<file path="src/rtl/ctrl_dec_pkg.sv">
package ctrl_dec_pkg;
  localparam int OPC_W = 6;
  localparam int FN_W  = 6;
  localparam int ALU_FN_W = 3;

  // opcode values
  localparam int OP_RTYPE = 0;
  localparam int OP_BEQ   = 4;
  localparam int OP_BNE   = 5;
  localparam int OP_ADDI  = 8;
  localparam int OP_LW    = 35;
  localparam int OP_SW    = 43;

  // function values under opcode 0
  localparam int FN_JR  = 8;
  localparam int FN_ADD = 32;
  localparam int FN_SUB = 34;
  localparam int FN_AND = 36;
  localparam int FN_OR  = 37;
  localparam int FN_NOR = 39;

  typedef enum logic [1:0] {
    AOP_ADD   = 2'b00,
    AOP_SUB   = 2'b01,
    AOP_FUNCT = 2'b10,
    AOP_ADDI  = 2'b11
  } alu_class_e;

  typedef enum logic [ALU_FN_W-1:0] {
    ALU_ADD = 3'd0,
    ALU_SUB = 3'd1,
    ALU_AND = 3'd2,
    ALU_OR  = 3'd3,
    ALU_NOR = 3'd4
  } alu_fn_e;

  typedef struct packed {
    logic reg_dst;
    logic alu_src;
    logic mem_to_reg;
    logic reg_write;
    logic mem_write;
    logic br_eq;
    logic br_ne;
    logic jump_reg;
  } ctrl_t;
endpackage

</file>
<file path="src/rtl/ctrl_main_dec.sv">
module ctrl_main_dec
  import ctrl_dec_pkg::*;
#(
  parameter int OPC_W = ctrl_dec_pkg::OPC_W
) (
  input  logic [OPC_W-1:0] opcode_i,
  output ctrl_t            ctrl_o,
  output alu_class_e       alu_class_o,
  output logic             op_ok_o
);
  always_comb begin
    ctrl_o      = '0;
    alu_class_o = AOP_ADD;
    op_ok_o     = 1'b1;
    case (opcode_i)
      OPC_W'(OP_RTYPE): begin
        ctrl_o.reg_dst   = 1'b1;
        ctrl_o.reg_write = 1'b1;
        alu_class_o      = AOP_FUNCT;
      end
      OPC_W'(OP_LW): begin
        ctrl_o.alu_src    = 1'b1;
        ctrl_o.mem_to_reg = 1'b1;
        ctrl_o.reg_write  = 1'b1;
      end
      OPC_W'(OP_SW): begin
        ctrl_o.alu_src   = 1'b1;
        ctrl_o.mem_write = 1'b1;
      end
      OPC_W'(OP_BEQ): begin
        ctrl_o.br_eq = 1'b1;
        alu_class_o  = AOP_SUB;
      end
      OPC_W'(OP_BNE): begin
        ctrl_o.br_ne = 1'b1;
        alu_class_o  = AOP_SUB;
      end
      OPC_W'(OP_ADDI): begin
        ctrl_o.alu_src   = 1'b1;
        ctrl_o.reg_write = 1'b1;
        alu_class_o      = AOP_ADDI;
      end
      default: op_ok_o = 1'b0;
    endcase
  end
endmodule

</file>
<file path="src/rtl/ctrl_alu_dec.sv">
module ctrl_alu_dec
  import ctrl_dec_pkg::*;
#(
  parameter int FN_W = ctrl_dec_pkg::FN_W
) (
  input  alu_class_e      alu_class_i,
  input  logic [FN_W-1:0] funct_i,
  output alu_fn_e         alu_fn_o,
  output logic            is_jr_o,
  output logic            fn_ok_o
);
  always_comb begin
    alu_fn_o = ALU_ADD;
    is_jr_o  = 1'b0;
    fn_ok_o  = 1'b1;
    case (alu_class_i)
      AOP_SUB:   alu_fn_o = ALU_SUB;
      AOP_FUNCT: begin
        case (funct_i)
          FN_W'(FN_ADD): alu_fn_o = ALU_ADD;
          FN_W'(FN_SUB): alu_fn_o = ALU_SUB;
          FN_W'(FN_AND): alu_fn_o = ALU_AND;
          FN_W'(FN_OR):  alu_fn_o = ALU_OR;
          FN_W'(FN_NOR): alu_fn_o = ALU_NOR;
          FN_W'(FN_JR):  is_jr_o  = 1'b1;
          default:       fn_ok_o  = 1'b0;
        endcase
      end
      default:   alu_fn_o = ALU_ADD; // load, store, add immediate
    endcase
  end
endmodule

</file>
<file path="src/rtl/instr_ctrl_decoder.sv">
module instr_ctrl_decoder
  import ctrl_dec_pkg::*;
#(
  parameter int OPC_W    = ctrl_dec_pkg::OPC_W,
  parameter int FN_W     = ctrl_dec_pkg::FN_W,
  parameter int ALU_FN_W = ctrl_dec_pkg::ALU_FN_W
) (
  input  logic [OPC_W-1:0]    opcode_i,
  input  logic [FN_W-1:0]     funct_i,
  output logic                reg_dst_o,
  output logic                alu_src_o,
  output logic                mem_to_reg_o,
  output logic                reg_write_o,
  output logic                mem_write_o,
  output logic                branch_eq_o,
  output logic                branch_ne_o,
  output logic                jump_reg_o,
  output logic [ALU_FN_W-1:0] alu_fn_o,
  output logic                illegal_o
);
  ctrl_t      base_ctrl;
  ctrl_t      fin_ctrl;
  alu_class_e alu_class;
  alu_fn_e    alu_fn;
  logic       op_ok, fn_ok, is_jr, legal;

  ctrl_main_dec #(.OPC_W(OPC_W)) u_main (
    .opcode_i    (opcode_i),
    .ctrl_o      (base_ctrl),
    .alu_class_o (alu_class),
    .op_ok_o     (op_ok)
  );

  ctrl_alu_dec #(.FN_W(FN_W)) u_alu (
    .alu_class_i (alu_class),
    .funct_i     (funct_i),
    .alu_fn_o    (alu_fn),
    .is_jr_o     (is_jr),
    .fn_ok_o     (fn_ok)
  );

  assign legal = op_ok & fn_ok;

  always_comb begin
    fin_ctrl = base_ctrl;
    if (is_jr) begin
      // register jump reads rs only: no write-back
      fin_ctrl          = '0;
      fin_ctrl.jump_reg = 1'b1;
    end
    if (!legal) fin_ctrl = '0;
  end

  assign reg_dst_o    = fin_ctrl.reg_dst;
  assign alu_src_o    = fin_ctrl.alu_src;
  assign mem_to_reg_o = fin_ctrl.mem_to_reg;
  assign reg_write_o  = fin_ctrl.reg_write;
  assign mem_write_o  = fin_ctrl.mem_write;
  assign branch_eq_o  = fin_ctrl.br_eq;
  assign branch_ne_o  = fin_ctrl.br_ne;
  assign jump_reg_o   = fin_ctrl.jump_reg;
  assign alu_fn_o     = legal ? ALU_FN_W'(alu_fn) : ALU_FN_W'(ALU_ADD);
  assign illegal_o    = ~legal;
endmodule

</file>
<file path="config.mk">
export PLATFORM = sky130hd
export DESIGN_NAME = instr_ctrl_decoder
export DESIGN_NICKNAME = d
export VERILOG_FILES = /design/src/rtl/ctrl_dec_pkg.sv /design/src/rtl/ctrl_main_dec.sv /design/src/rtl/ctrl_alu_dec.sv /design/src/rtl/instr_ctrl_decoder.sv
export SDC_FILE = /design/constraint.sdc
export NUM_CORES = 1
export LEC_CHECK = 0
export ABC_AREA = 1
export ABC_CLOCK_PERIOD_IN_PS = 1100
export BUFFER_PORTS_ARGS = -buffer_cell sky130_fd_sc_hd__buf_2
export CAP_MARGIN = 0
export CORE_AREA = 2 2 39 41
export DETAILED_ROUTE_END_ITERATION = 8
export DIE_AREA = 0 0 41 43
export PLACE_DENSITY_LB_ADDON = 0.12
export SLEW_MARGIN = 0
export SYNTH_ARGS = -nofsm -noshare
export SYNTH_HDL_FRONTEND = slang
export SYNTH_SLANG_ARGS = --single-unit
</file>
<file path="constraint.sdc">
create_clock -name vclk -period 1.1
set_input_delay 0.055 -clock vclk [all_inputs]
set_output_delay 0.055 -clock vclk [all_outputs]
set_load 0.02 [all_outputs]
</file>
==> results of run 1 <==
## layer usage
metal | global-route usage (%) | share of wire (%) | vias to the layer above
met4 | 2.00 | 0 | 0
met1 | 19.9 | 35 | 317
met5 | 0 | 0 | -
li1 | - | - | 362
met3 | 1.05 | 3.0 | 0
met2 | 38.8 | 62 | 12
## synthesized netlist by cell type (all sizes together)
cell type,count,area (um2)
buf,1,11.3
ha,2,25.0
inv,19,71.3
nand2,20,80.1
nand3,11,55.1
nand4,3,18.8
nor2,30,170
o21ai,3,18.8
## per-stage QoR
| step | TNS (ns) | total power [mW] | setup WS [ns] | utilization (%) |
|---|---|---|---|---|
| finish | -3.53 | 0.218 | -0.318 | 74.3 |
| global route | -4.70 | 0.237 | -0.419 | 74.3 |
| CTS | -4.13 | 0.205 | -0.372 | 70.5 |
| detailed placement | -5.62 | 0.171 | -0.498 | 58.0 |
| global placement | -5.04 | 0.168 | -0.449 | 58.0 |
| floorplan | -1.66 | 0.0838 | -0.161 | - |
## power by group through the flow
| stage | Combinational, mW | Sequential (mW) | Clock [mW] |
|---|---|---|---|
| after floorplan | 0.0838 | 0 | 0 |
| after CTS | 0.205 | 0 | 0 |
| after detailed placement | 0.171 | 0 | 0 |
| after global routing | 0.237 | 0 | 0 |
| after global placement | 0.168 | 0 | 0 |
| final | 0.218 | 0 | 0 |
## worst paths after layout
check	cells after the start	to	start	slack (ns)
max	14	reg_write_o	opcode_i[2]	-0.32
min	5	alu_fn_o[1]	funct_i[1]	0.60
## timing repair
item	CTS	global route
setup buffers	1	1
pin swaps	14	13
gates resized for setup	48	9
endpoints found under the hold margin	0	0
setup endpoints to repair	12	12
cloned	0	0
## area by class of cell
cell class	instances	share of cell area (%)
Multi-Input combinational cell	69	49.4
Timing Repair Buffer	46	40.1
Tap cell	16	1.95
Inverter	19	8.52
## cell families (layout without fill, tap and decap cells)
logic type | count (synthesis) | count (layout)
and+or+nand+nor | 64 | 64
buffers and inverters | 20 | 65
AOI/OAI and AO/OA | 3 | 3
adders and majority gates | 2 | 2
## critical path, cell delays in order
cell and delay [ns]:
buf_12 0.11, inv_16 0.04, nor2_4 0.03, nand2_2 0.08, nor2_4 0.05, nor2_2 0.12
nand2_2 0.08, inv_2 0.07, ha_4 0.15, nand2_4 0.05, o21ai_4 0.17, buf_12 0.18
nor2_4 0.04, buf_6 0.13
## layout by cell type, fill, tap and decap left out, drive strengths merged
cell and n:
nor2 30, nand4 3, ha 2, nand2 20, nand3 11, o21ai 3, inv 19, buf 46
==> impl_metrics.toml, run 1 <==
[sta]
holdWs_ns = 0.599
rsz0062_at_grt = "yes"
max_freq_mhz = 705
final-max-slew-violation-count = 0
fin_ws_ns = -0.318
hold_violations = 0
period_needed_ns = 1.42
finalSetupViolCount = 12
max_slew.worst_pin.slew_ns = 0.312
slew_headroom_pct = 79.0
fin_crit_sh_pct = 129

[global_routing]
grt_pass1_vias = 669
antenna_found_initial = 0
grt_usage_pct = 19.2
grt_max_degree = 8
grt_first_pass_wirelength_mm = 2.47
grt-ovfl-total = 0

[synth]
ys_types = 13
syn-num-nets = 103
ys_seq_area_share_pct = 0
syn_inst = 89
synth-adder-area-share_pct = 5.56
synth_top_family_by_area = "simple AND/OR/NAND/NOR gates"
synth_warnings = 0
syn_area_um2 = 450
avgSynthCellArea_um2 = 5.06
synth-xor-area-share_pct = 0
synth_compound_area_share_pct = 4.17
muxShareOfSynthArea_pct = 0
yosys.area_share.simple_pct = 71.9

[layout]
multi_input_area_um2 = 508
fin_area_um2 = 1030
instances_no_fill = 150
diodes = 0
fin_nets = 150
nClkBuffers = 0
nFlopsAndLatches = 0
drive_gt1_share_pct = 61.9
final-seq-area_um2 = 0
syn_to_final_growth_pct = 128
fillers = 118

[pwr]
p_sw_share_pct = 52.0
p_int_uw = 105
combPwrFrac_pct = 100.0
seqPwrFrac_pct = 0
cellPowerDensity_nw_per_um2 = 212
ir_drop_mv = 0.182
leakagePower_nw = 0.496
p_sw_uw = 113
p_clk_share_pct = 0

[route]
antenna_left = 0
post_drt_wl_per_cell_um = 9.73
wl_mm = 1.46
remaining_drc_errors = 0
via_count = 691
vias_per_cell = 4.61
drtIter0Drc = 8
dr.pass1.iters = 4

[floorplanning]
design.core.area_um2 = 1380
die_h_um = 43
rows = 14
start_util_pct = 32.5
die_x_um = 41
die-area_um2 = 1760
ios = 24

[worst_hold_path]
hp-class = "in -> out"

[critical_path]
critPathLaunchType = "primary input"
worstPathRequired_ns = 1.04
endpoint_kind = "output pin"
criticalPathCategory = "in -> out"
cp.arrival_ns = 1.36
critPathMaxFanout = 7

[placement]
hpwl_mm = 1.06
place.gp.congestion = 0.741
io_buffer_count = 24
dp_cells = 148
dpl_cell_area_um2 = 803

[run_status]
violations = "setup timing"
status = "finished with violations"

[clocking]
cts_hold_buffers = 0

[run]
drv_cap = 0
Power figures use the tool's default switching activity.
==> run 2, diff against run 1 <==
ABC_AREA = unset   (was 1)
==> impl_metrics.toml, run 2 <==
[pwr]
p_sw_share_pct = 48.0
cellPowerDensity_nw_per_um2 = 221
power.total_uw = 186
p_sw_uw = 89.4
combPwrFrac_pct = 100.0
ir_drop_mv = 0.117
p_int_uw = 96.8
leakagePower_nw = 0.363
seqPwrFrac_pct = 0
p_clk_share_pct = 0

[floorplanning]
ios = 24
die-area_um2 = 1760
rows = 14
start_util_pct = 20.7
die_h_um = 43
design.core.area_um2 = 1380
die_x_um = 41

[placement]
io_buffer_count = 24
hpwl_um = 885
place.gp.congestion = 0.684
pre_cts_ws_ns = -0.493

[clocking]
cts_hold_buffers = 0

[global_routing]
grt-ovfl-total = 0
grt_pass1_vias = 469
antenna_found_initial = 0
grt_max_degree = 9
grt_first_pass_wirelength_mm = 1.82
grt_usage_pct = 14.2

[route]
antenna_left = 0
via_count = 504
remaining_drc_errors = 0
wl_mm = 1.11
vias_per_cell = 4.89
post_drt_wl_per_cell_um = 10.8
drtIter0Drc = 3
dr.pass1.iters = 3

[sta]
rsz0062_at_grt = "yes"
period_needed_ns = 1.44
slew_headroom_pct = 77.1
fin_ws_ns = -0.342
max_freq_mhz = 693
max_slew.worst_pin.slew_ns = 0.340
tns_ns = -3.23
hold_violations = 0
fin_crit_sh_pct = 131
finalSetupViolCount = 12
final-max-slew-violation-count = 0

[synth]
muxShareOfSynthArea_pct = 5.24
syn_area_um2 = 287
ys_top_cells_by_count = "nor2_1 (6), inv_1 (4), nor3_1 (4)"
ys_types = 23
avgSynthCellArea_um2 = 6.23
synth-adder-area-share_pct = 8.73
syn-num-nets = 60
synth-xor-area-share_pct = 0
synth_top_family_by_area = "simple AND/OR/NAND/NOR gates"
ys_seq_area_share_pct = 0
synth_top_area_share_pct = 8.73
syn_inst = 46
synth_area_leader_cell = "ha_1"
synth_warnings = 0
synth_compound_area_share_pct = 18.8
synthTopCellsByArea = "ha_1 (8.7%), nor2_1 (7.9%), nor3_1 (7.0%)"
yosysMostFrequentCell = "nor2_1"
yosys.area_share.simple_pct = 62.0

[layout]
multi_input_area_um2 = 472
layout_commonest_cell = "buf_4"
diodes = 0
nClkBuffers = 0
drive_gt1_share_pct = 81.6
fillers = 119
fin_nets = 103
final-seq-area_um2 = 0
final_util_pct = 60.9
mostFrequentLayoutCells = "buf_4 (21), buf_6 (11), buf_2 (8)"
nFlopsAndLatches = 0
syn_to_final_growth_pct = 194

[run_status]
status = "finished with violations"
violations = "setup timing"

[critical_path]
critPathLaunchType = "primary input"
cp.arrival_ns = 1.39
endpoint_kind = "output pin"
critPathMaxFanout = 4
criticalPathCategory = "in -> out"
worstPathRequired_ns = 1.04

[worst_hold_path]
hp-class = "in -> out"

[run]
drv_cap = 0
==> run 2: changes by cell type in the layout (fill, tap and decap cells not counted), moves of 3 or more <==
cell / before / now
nor2_4: 16 / 3
nand3_1: 8 / 0
nand3_2: 3 / 0
nor3_4: 0 / 3
buf_6: 16 / 11
nand2_1: 12 / 1
nand2_2: 6 / 1
nor2_1: 12 / 2
inv_1: 14 / 1
nand4_1: 3 / 0
==> run 2: cells by family (layout without fill, tap and decap cells) <==
group                      count (synthesis)  count (layout)
muxes                                      1               1
buffers and inverters                      4              45
AOI/OAI and AO/OA                          8               8
adders and majority gates                  2               2
and+or+nand+nor                           31              31
==> run 2: power by group through the flow <==
stage / registers, mW / logic [mW] / clock network (mW)
after floorplan: 0 / 0.0614 / 0
after global placement: 0 / 0.142 / 0
after detailed placement: 0 / 0.143 / 0
after CTS: 0 / 0.181 / 0
after global routing: 0 / 0.201 / 0
final: 0 / 0.186 / 0
==> run 2: worst paths after layout <==
kind                  slack (ns)  cells past startpoint          end        start
worst min-delay path        0.48                      4  branch_eq_o  opcode_i[0]
worst max-delay path       -0.34                      6  alu_fn_o[0]  opcode_i[0]
==> run 2: cell type report <==
| class | count | area share [%] |
|---|---|---|
| tap | 16 | 2.37 |
| timing repair buffer | 41 | 39.9 |
| multi-input combinational | 42 | 55.9 |
| inverter | 4 | 1.78 |
==> run 2: routing by layer <==
layer / up-vias / share of wire (%) / routed length, um / global-route usage [%]
li1: 252 / - / - / -
met1: 232 / 38 / 417 / 15.3
met2: 20 / 56 / 617 / 29.1
met3: 0 / 6.8 / 76 / 0.524
met4: 0 / 0 / 0 / 0
met5: - / 0 / 0 / 0
==> run 2: worst max-delay path, cell delays in order <==
cell and delay [ns]:
buf_4 0.13, mux2_4 0.26, o31a_1 0.25, or2_4 0.27
nor4_4 0.25, buf_4 0.17
==> run 2: stage by stage <==
| step | hold WS, ns | std cells | instance area (um2) |
|---|---|---|---|
| 3_5_place_dp | 0.523 | 100 | 632 |
| 3_3_place_gp | 0.523 | 100 | 632 |
| 6_report | 0.482 | 103 | 843 |
| 5_1_grt | 0.499 | 103 | 843 |
| 4_1_cts | 0.484 | 103 | 807 |
| 2_1_floorplan | 0.142 | 46 | 387 |
==> run 2: timing repair <==
item                       CTS  global route
setup buffers                3             0
cloned                       0             0
pin swaps                    7             4
resized for setup           41            10
setup endpoints to repair   12            12
